===== src/rtl/lcd_bp_pkg.sv =====
package lcd_bp_pkg;
   localparam int SEGS_PER_DIGIT = 7;

   typedef enum logic {
      BP_MASTER = 1'b0,
      BP_SLAVE  = 1'b1
   } bp_mode_e;

   function automatic logic [SEGS_PER_DIGIT-1:0] phase_word(input logic ph);
      return {SEGS_PER_DIGIT{ph}};
   endfunction
endpackage


===== src/rtl/lcd_bp_divider.sv =====
module lcd_bp_divider #(
   parameter int DIV = 128
) (
   input  logic clk,
   input  logic rst,
   output logic bp_nxt,
   output logic bp_q
);
   localparam int HALF  = DIV / 2;
   localparam int CNT_W = $clog2(DIV);
   localparam bit POW2  = (DIV & (DIV - 1)) == 0;

   logic [CNT_W-1:0] cnt, cnt_nxt;

   if (DIV < 4 || (DIV % 2) != 0) begin : g_bad_div
      $error("lcd_bp_divider: DIV must be even and at least 4");
   end

   if (POW2) begin : g_wrap
      assign cnt_nxt = cnt + 1'b1;
      assign bp_nxt  = cnt_nxt[CNT_W-1];
   end else begin : g_cmp
      assign cnt_nxt = (cnt == CNT_W'(DIV - 1)) ? '0 : cnt + 1'b1;
      assign bp_nxt  = (cnt_nxt >= CNT_W'(HALF));
   end

   always_ff @(posedge clk) begin
      if (rst) begin
         cnt  <= '0;
         bp_q <= 1'b0;
      end else begin
         cnt  <= cnt_nxt;
         bp_q <= bp_nxt;
      end
   end

   assert_cnt_range_R2: assert property (@(posedge clk) disable iff (rst)
      cnt <= CNT_W'(DIV - 1));

   assert_toggle_point_R2: assert property (@(posedge clk) disable iff (rst)
      (!$past(rst) && bp_q != $past(bp_q)) |->
         ($past(cnt) == CNT_W'(HALF - 1) || $past(cnt) == CNT_W'(DIV - 1)));
endmodule


===== src/rtl/lcd_bp_sync.sv =====
module lcd_bp_sync #(
   parameter int W      = 2,
   parameter int STAGES = 2
) (
   input  logic         clk,
   input  logic         rst,
   input  logic [W-1:0] d,
   output logic [W-1:0] q
);
   logic [W-1:0] stg [STAGES];

   if (STAGES < 2) begin : g_bad_stages
      $error("lcd_bp_sync: STAGES must be at least 2");
   end

   for (genvar i = 0; i < STAGES; i++) begin : g_stage
      always_ff @(posedge clk) begin
         if (rst) stg[i] <= '0;
         else if (i == 0) stg[i] <= d;
         else stg[i] <= stg[(i == 0) ? 0 : i - 1];
      end
   end

   assign q = stg[STAGES-1];
endmodule


===== src/rtl/lcd_bp_filter.sv =====
module lcd_bp_filter
   import lcd_bp_pkg::*;
#(
   parameter int FILT_CYCLES = 16
) (
   input  logic     clk,
   input  logic     rst,
   input  logic     req_s,
   output bp_mode_e mode
);
   localparam int CW = (FILT_CYCLES > 1) ? $clog2(FILT_CYCLES) : 1;

   logic [CW-1:0] run;

   if (FILT_CYCLES < 1) begin : g_bad_filt
      $error("lcd_bp_filter: FILT_CYCLES must be at least 1");
   end

   always_ff @(posedge clk) begin
      if (rst) begin
         run  <= '0;
         mode <= BP_MASTER;
      end else if (!req_s) begin
         run  <= '0;
         mode <= BP_MASTER;
      end else if (run == CW'(FILT_CYCLES - 1)) begin
         mode <= BP_SLAVE;
      end else begin
         run <= run + 1'b1;
      end
   end

   assert_slave_needs_req_R4: assert property (@(posedge clk) disable iff (rst)
      (mode == BP_SLAVE) |-> $past(req_s));

   assert_release_fast_R6: assert property (@(posedge clk) disable iff (rst)
      !req_s |=> (mode == BP_MASTER));
endmodule


===== src/rtl/lcd_bp_phase.sv =====
module lcd_bp_phase
   import lcd_bp_pkg::*;
#(
   parameter int DIV         = 128,
   parameter int DIGITS      = 4,
   parameter int FILT_CYCLES = 16,
   parameter int SYNC_STAGES = 2,
   localparam int NSEG       = DIGITS * SEGS_PER_DIGIT
) (
   input  logic            clk,
   input  logic            rst,
   input  logic            slave_req,
   input  logic            bp_ext,
   input  logic [NSEG-1:0] seg_on,
   output logic [NSEG-1:0] seg_out,
   output logic            bp_out,
   output logic            bp_oe
);
   logic     bp_nxt, bp_q, req_s, ext_s, phase_src;
   bp_mode_e mode;
   logic [SEGS_PER_DIGIT-1:0] dig_q [DIGITS];

   if (DIGITS < 1) begin : g_bad_digits
      $error("lcd_bp_phase: DIGITS must be at least 1");
   end

   lcd_bp_divider #(.DIV(DIV)) u_div (
      .clk(clk), .rst(rst), .bp_nxt(bp_nxt), .bp_q(bp_q));

   lcd_bp_sync #(.W(2), .STAGES(SYNC_STAGES)) u_sync (
      .clk(clk), .rst(rst), .d({slave_req, bp_ext}), .q({req_s, ext_s}));

   lcd_bp_filter #(.FILT_CYCLES(FILT_CYCLES)) u_filt (
      .clk(clk), .rst(rst), .req_s(req_s), .mode(mode));

   assign phase_src = (mode == BP_SLAVE) ? ext_s : bp_nxt;

   for (genvar d = 0; d < DIGITS; d++) begin : g_digit
      always_ff @(posedge clk) begin
         if (rst) dig_q[d] <= '0;
         else dig_q[d] <= seg_on[d*SEGS_PER_DIGIT +: SEGS_PER_DIGIT]
                          ^ phase_word(phase_src);
      end
      assign seg_out[d*SEGS_PER_DIGIT +: SEGS_PER_DIGIT] = dig_q[d];
   end

   assign bp_out = bp_q;
   assign bp_oe  = (mode == BP_MASTER);

   assert_reset_state_R1: assert property (@(posedge clk) disable iff (rst)
      $past(rst) |-> (!bp_out && bp_oe && seg_out == '0));

   assert_master_polarity_R3: assert property (@(posedge clk) disable iff (rst)
      (!$past(rst) && $past(mode) == BP_MASTER) |->
         (seg_out == ({NSEG{bp_out}} ^ $past(seg_on))));

   assert_slave_follow_R5: assert property (@(posedge clk) disable iff (rst)
      (!$past(rst) && $past(mode) == BP_SLAVE) |->
         (seg_out == ({NSEG{$past(ext_s)}} ^ $past(seg_on))));
endmodule


===== config.mk =====
export PLATFORM = sky130hd
export DESIGN_NAME = lcd_bp_phase
export DESIGN_NICKNAME = d
export VERILOG_FILES = /design/src/rtl/lcd_bp_pkg.sv /design/src/rtl/lcd_bp_divider.sv /design/src/rtl/lcd_bp_sync.sv /design/src/rtl/lcd_bp_filter.sv /design/src/rtl/lcd_bp_phase.sv
export SDC_FILE = /design/constraint.sdc
export NUM_CORES = 1
export LEC_CHECK = 0
export BUFFER_PORTS_ARGS = -buffer_cell sky130_fd_sc_hd__buf_4
export CAP_MARGIN = 40
export CORE_MARGIN = 3
export CORE_UTILIZATION = 45
export DETAILED_ROUTE_END_ITERATION = 10
export PLACE_DENSITY_LB_ADDON = 0.08
export SYNTH_ARGS = -nofsm -noshare
export SYNTH_HDL_FRONTEND = slang
export SYNTH_SLANG_ARGS = --single-unit
export TNS_END_PERCENT = 10

===== constraint.sdc =====
create_clock -name clk -period 2 [get_ports clk]
set_clock_uncertainty 0.1 [all_clocks]
set_input_delay 0.2 -clock clk [delete_from_list [all_inputs] [get_ports clk]]
set_output_delay 0.2 -clock clk [all_outputs]
set_load 0.05 [all_outputs]

==> results.sh, run 1 <==
export IMPL_cts_max_path_buffers=2
export IMPL_syn_nets=216
export IMPL_gr_usage_all_layers=0.133
export IMPL_fillers=348
export IMPL_num_rows=23
export IMPL_drt_initial_drc_count=72
export IMPL_top_layer_used="met4"
export IMPL_wl_met2_mm=1.67
export IMPL_synth_top_area_cell="dfxtp_1"
export IMPL_wl_per_cell_um=11.5
export IMPL_area_growth_pct=33.7
export IMPL_hp_class="input port to flip-flop"
export IMPL_grt_pass1_vias=1217
export IMPL_antenna_found_initial=0
export IMPL_status="completed"
export IMPL_netlist_area_mm2=0.00191
export IMPL_r2r_slack_ps=60
export IMPL_route_met3_wl_um=194
export IMPL_layout_core_utilization=0.629
export IMPL_crit_chain="ha_4 -> nand2_1 -> or4_4 -> o311ai_4 -> clkbuf_16 -> mux2_4"
export IMPL_synth_cell_types=24
export IMPL_cts_setup_buffers=0
export IMPL_syn_area_per_cell_um2=10.5
export IMPL_first_pass_iters=3
export IMPL_end_kind="flip-flop"
export IMPL_clock_latency_ps=290
export IMPL_path_clk_slew_ps=80
export IMPL_place_inst=290
export IMPL_slew_headroom=0.600
export IMPL_whs_endpoint="u_sync.stg[0][0]$_SDFF_PP0_"
export IMPL_power_mw=1.77
export IMPL_required_ps=2090
export IMPL_dp_hpwl_mm=2.39
export IMPL_yosysWarningCount=0
export IMPL_grt_overflow_total=0
export IMPL_hold_depth=2
export IMPL_viasPerCell=4.61
export IMPL_regToRegEndpoint="dig_q[3][5]$_SDFF_PP0_"
export IMPL_cp_arrival_ps=2020
export IMPL_ys_ff_latch=44
export IMPL_setup_violations=0
export IMPL_pwr_density_cell_mw_per_mm2=695
export IMPL_antenna_cells=0
export IMPL_yosys_top_cells_area="dfxtp_1 (46%), mux2_4 (16%), nor2b_1 (11%)"
export IMPL_p_leak_nw=1.13
export IMPL_cts_made_buffers=5
export IMPL_period_needed_ps=1940
export IMPL_drc=0
export IMPL_ys_seq_area_frac=0.462
export IMPL_clock_sinks=44
export IMPL_drt_wl_total_mm=3.44
export IMPL_ir_worst_vdd_uv=341
export IMPL_antenna_left=0
export IMPL_path_max_fanout=8
export IMPL_die_h_um=71.1
export IMPL_drv_cap=0
export IMPL_die_x_um=71.1
export IMPL_max_freq_mhz=517
export IMPL_crit_path_top_delay_cell="or4_4"
export IMPL_synth_cells=182
export IMPL_crit_type="flip-flop to flip-flop"
export IMPL_slowest_delay_ps=490
export IMPL_grt_pass1_wl_mm=5.32
export IMPL_setup_tns_ps=0
export IMPL_worst_r2r_cell_count=6
export IMPL_vias=1374
export IMPL_grt_setup_unrepaired="no"
export IMPL_start_util=0.470
export IMPL_fin_crit_sh=0.968
export IMPL_fin_area_mm2=0.00255
export IMPL_gp_congestion=0.720
export IMPL_dieArea_mm2=0.00506
export IMPL_root_buffer="clkbuf_8"
export IMPL_drt_met1_wl_mm=1.54
export IMPL_htreeDepth=2
export IMPL_coreArea_mm2=0.00406
export IMPL_maxSlewViolCount=0
export IMPL_layout_cells_non_filler=298
export IMPL_finalHoldViolations=0
export IMPL_worstHoldStart="bp_ext"
export IMPL_drive_gt1_frac=0.444
export IMPL_reg2reg_from="u_div.cnt[1]$_SDFF_PP0_"
export IMPL_num_io_pins=62
export IMPL_grt_max_degree=69
export IMPL_synth_top_cell_area_share=0.462
export IMPL_tritoncts="built"
export IMPL_finalNetCount=282
export IMPL_cts_hold_buf=0
export IMPL_ctsResizeCount=0
export IMPL_startpoint_type="flip-flop"
export IMPL_portBuffers=61
export IMPL_place_area_mm2=0.00243
export IMPL_worstMarginPinSlew_ps=600
## Yosys cell counts
library cell,count
o311ai_4,1
o21ai_0,1
buf_12,2
nor3b_1,1
clkbuf_1,7
nand3_2,1
nand3_1,4
nand2b_1,1
xor2_1,2
dfxtp_1,44
mux2_2,8
inv_1,2
nor2_1,38
xnor2_1,3
or4_4,1
nor2b_1,33
nand2_1,4
nor3_1,2
or3_2,1
mux2i_1,1
ha_1,2
a21oi_1,2
a31oi_1,1
mux2_4,20
## report_power, final
part	switching, mW	internal (mW)	total (mW)
Clock	0.287	0.238	0.525
Sequential	0.0151	0.916	0.931
Combinational	0.177	0.141	0.318
Total	0.479	1.30	1.77
## registers in the layout (all words and copies together), names as in the netlist
| register | count |
|---|---|
| dig_q | 28 |
| u_div.cnt | 7 |
| u_filt.run | 4 |
| u_sync.stg | 4 |
| u_filt.mode | 1 |
## through the flow
step,hold WS (ps),worst slack [ps]
after floorplan,228,8.55
after CTS,1.74,45.2
after detailed placement,317,56.2
after global routing,11.6,4.29
final,13.4,64.2
after global placement,315,96.8
## cells by family after synthesis
family          Yosys count  synth area share
compound gates            5            0.0249
fa+ha+maj                 2            0.0131
flops                    44             0.462
simple gates             86             0.229
xor+xnor                  5            0.0230
mux                      29             0.210
buf+inv                  11            0.0387
## critical path, delay by kind of cell (launching register included)
family	cells	cell delay, ps
muxes	1	290
adders and majority gates	1	130
and+or+nand+nor	2	550
DFF	1	370
buffers and inverters	1	250
AOI/OAI and AO/OA	1	130
## worst max-delay path by stage
stage,startpoint,depth (start not counted),end,slack (ps)
detailed placement,u_div.cnt[1]$_SDFF_PP0_,6,dig_q[1][3]$_SDFF_PP0_,60
finish,u_div.cnt[1]$_SDFF_PP0_,6,dig_q[3][5]$_SDFF_PP0_,60
CTS,u_div.cnt[1]$_SDFF_PP0_,6,dig_q[1][3]$_SDFF_PP0_,50
floorplan,u_div.cnt[0]$_SDFF_PP0_,6,dig_q[0][0]$_SDFF_PP0_,9
global placement,u_div.cnt[1]$_SDFF_PP0_,6,dig_q[2][4]$_SDFF_PP0_,100
global route,u_div.cnt[1]$_SDFF_PP0_,6,dig_q[1][2]$_SDFF_PP0_,4
## layout by cell type, fill, tap and decap left out, types with 2 or more instances in the layout
cell	Yosys	layout
dfxtp_1	44	41
a21oi_1	2	2
nor2_1	38	38
xor2_1	2	2
inv_1	2	2
nand2_1	4	4
buf_12	2	2
xnor2_1	3	3
nor3_1	2	2
mux2_2	8	8
nand3_1	4	4
buf_4	0	65
nor2b_1	33	33
dfxtp_2	0	3
mux2_4	20	20
clkbuf_8	0	5
## layout make-up
type,count,area (um^2),area share
repair buffers,68,553,0.217
multi-input cells,127,966,0.379
flip-flops and latches,44,885,0.347
well taps,50,62.6,0.0245
inverters,2,7.51,0.00294
clock inverters,1,5.00,0.00196
clock buffers,6,72.6,0.0284
## routing by layer
metal / up-vias / global-route usage
met2: 36 / 0.216
met5: - / 0
met3: 6 / 0.0526
li1: 719 / -
met4: 0 / 0.0501
met1: 613 / 0.158
No activity file was read; power rests on OpenSTA's default activity.
==> run 2, diff against run 1 <==
--- a/config.mk
+++ b/config.mk
@@ -8,7 +8,7 @@
 export BUFFER_PORTS_ARGS = -buffer_cell sky130_fd_sc_hd__buf_4
 export CAP_MARGIN = 40
 export CORE_MARGIN = 3
-export CORE_UTILIZATION = 45
+export CORE_UTILIZATION = 50
 export DETAILED_ROUTE_END_ITERATION = 10
 export PLACE_DENSITY_LB_ADDON = 0.08
 export SYNTH_ARGS = -nofsm -noshare
==> constraint.sdc (replaced) <==
create_clock -name clk -period 2.2 [get_ports clk]
set_clock_uncertainty 0.1 [all_clocks]
set_input_delay 0.22 -clock clk [delete_from_list [all_inputs] [get_ports clk]]
set_output_delay 0.22 -clock clk [all_outputs]
set_load 0.05 [all_outputs]
==> run 2 against run 1 <==
Sequential power decreased by 9.1%. Combinational power is 10% lower. Power increased by 0.76%. Via count up 2.5%. Highest routed layer unchanged. Critical endpoint is now dig_q[2][6]$_SDFF_PP0_. Wire length grew 1.8%.
==> results.sh, run 2 (synthesized netlist as in run 1, its figures left out) <==
export IMPL_setup_violations=0
export IMPL_start_util=0.546
export IMPL_clock_latency_ps=290
export IMPL_cp_arrival_ps=2120
export IMPL_antenna_cells=0
export IMPL_fillers=254
export IMPL_die_x_um=67.8
export IMPL_crit_type="flip-flop to flip-flop"
export IMPL_dieArea_mm2=0.00459
export IMPL_grt_overflow_total=0
export IMPL_viasPerCell=4.86
export IMPL_grt_setup_unrepaired="no"
export IMPL_num_io_pins=62
export IMPL_drive_gt1_frac=0.422
export IMPL_root_buffer="clkbuf_8"
export IMPL_slew_headroom=0.604
export IMPL_num_rows=21
export IMPL_finalHoldViolations=0
export IMPL_ir_worst_vdd_uv=610
export IMPL_end_kind="flip-flop"
export IMPL_drv_cap=0
export IMPL_final_cell_mix="buf_4 (61), dfxtp_1 (44), nor2_1 (38)"
export IMPL_gr_usage_all_layers=0.163
export IMPL_final_common_cell="buf_4"
export IMPL_vias=1409
export IMPL_gp_congestion=0.676
export IMPL_p_leak_nw=1.12
export IMPL_portBuffers=61
export IMPL_grt_pass1_wl_mm=5.64
export IMPL_required_ps=2280
export IMPL_top_regs="dig_q x28, u_div.cnt x7"
export IMPL_setup_tns_ps=0
export IMPL_worstMarginPinSlew_ps=595
export IMPL_htreeDepth=2
export IMPL_hold_depth=2
export IMPL_die_h_um=67.8
export IMPL_drt_wl_total_mm=3.50
export IMPL_cts_hold_buf=0
export IMPL_clock_sinks=44
export IMPL_cts_setup_buffers=0
export IMPL_max_freq_mhz=490
export IMPL_fin_crit_sh=0.927
export IMPL_coreArea_mm2=0.00349
export IMPL_grt_pass1_vias=1369
export IMPL_layout_core_utilization=0.722
export IMPL_drc=0
export IMPL_finalNetCount=277
export IMPL_ctsResizeCount=0
export IMPL_period_needed_ps=2040
export IMPL_status="completed"
export IMPL_drt_initial_drc_count=67
export IMPL_dp_hpwl_mm=2.60
export IMPL_antenna_found_initial=0
export IMPL_area_growth_pct=32.3
export IMPL_worst_r2r_cell_count=6
export IMPL_largest_reg_flops=28
export IMPL_cts_max_path_buffers=2
export IMPL_regMostFlops="dig_q"
export IMPL_wl_per_cell_um=12.1
export IMPL_path_max_fanout=13
export IMPL_cts_made_buffers=5
export IMPL_path_clk_slew_ps=80
export IMPL_first_pass_iters=4
export IMPL_hp_class="input port to flip-flop"
export IMPL_maxSlewViolCount=0
export IMPL_whs_ps=38.5
export IMPL_grt_max_degree=69
export IMPL_startpoint_type="flip-flop"
export IMPL_pwr_density_cell_mw_per_mm2=708
export IMPL_tritoncts="built"
export IMPL_antenna_left=0
==> run 2: critical path, cell delays in order, from the launching register on <==
cell	delay (ps)
dfxtp_1	370
ha_1	220
nand2_1	90
or4_4	490
o311ai_4	110
buf_12	200
mux2_2	340
==> run 2: final cells by class <==
type	instances	area, um^2	share of cell area
timing repair buffer	63	498	0.197
multi-input combinational	127	953	0.378
inverter	2	7.51	0.00297
clock inverter	1	30.0	0.0119
tap	46	57.6	0.0228
sequential	44	881	0.349
clock buffer	7	96.3	0.0382
==> run 2: final timing paths <==
path / startpoint / endpoint / slack, ps
setup / recovery: u_div.cnt[0]$_SDFF_PP0_ / dig_q[2][6]$_SDFF_PP0_ / 160
hold / removal: bp_ext / u_sync.stg[0][0]$_SDFF_PP0_ / 40
setup reg to reg: u_div.cnt[0]$_SDFF_PP0_ / dig_q[2][6]$_SDFF_PP0_ / 160
hold reg to reg: u_sync.stg[0][1]$_SDFF_PP0_ / u_sync.stg[1][1]$_SDFF_PP0_ / 360
==> run 2: metrics by stage <==
step                      area [um^2]  worst slack [ps]  cells  power (mW)
after floorplan                  1910               114    182        1.05
after global placement           2400               222    282        1.14
after detailed placement         2400               169    282        1.15
after CTS                        2520               149    290        1.81
after global routing             2520              34.4    290        1.87
final                            2520               161    290        1.79
==> run 2: power by group <==
part           switching, mW  leakage (nW)  internal, mW
Sequential            0.0138         0.364         0.832
Combinational          0.161         0.690         0.124
Clock                  0.256        0.0645         0.400
Total                  0.431          1.12          1.36
==> run 2: routing by layer <==
metal,share of wire,global-route usage,vias up,wire length [um]
met3,0.089,0.0499,6,312
li1,-,-,710,-
met2,0.51,0.298,50,1780
met5,0,0,-,0
met4,0.013,0.0596,0,44
met1,0.39,0.177,643,1360
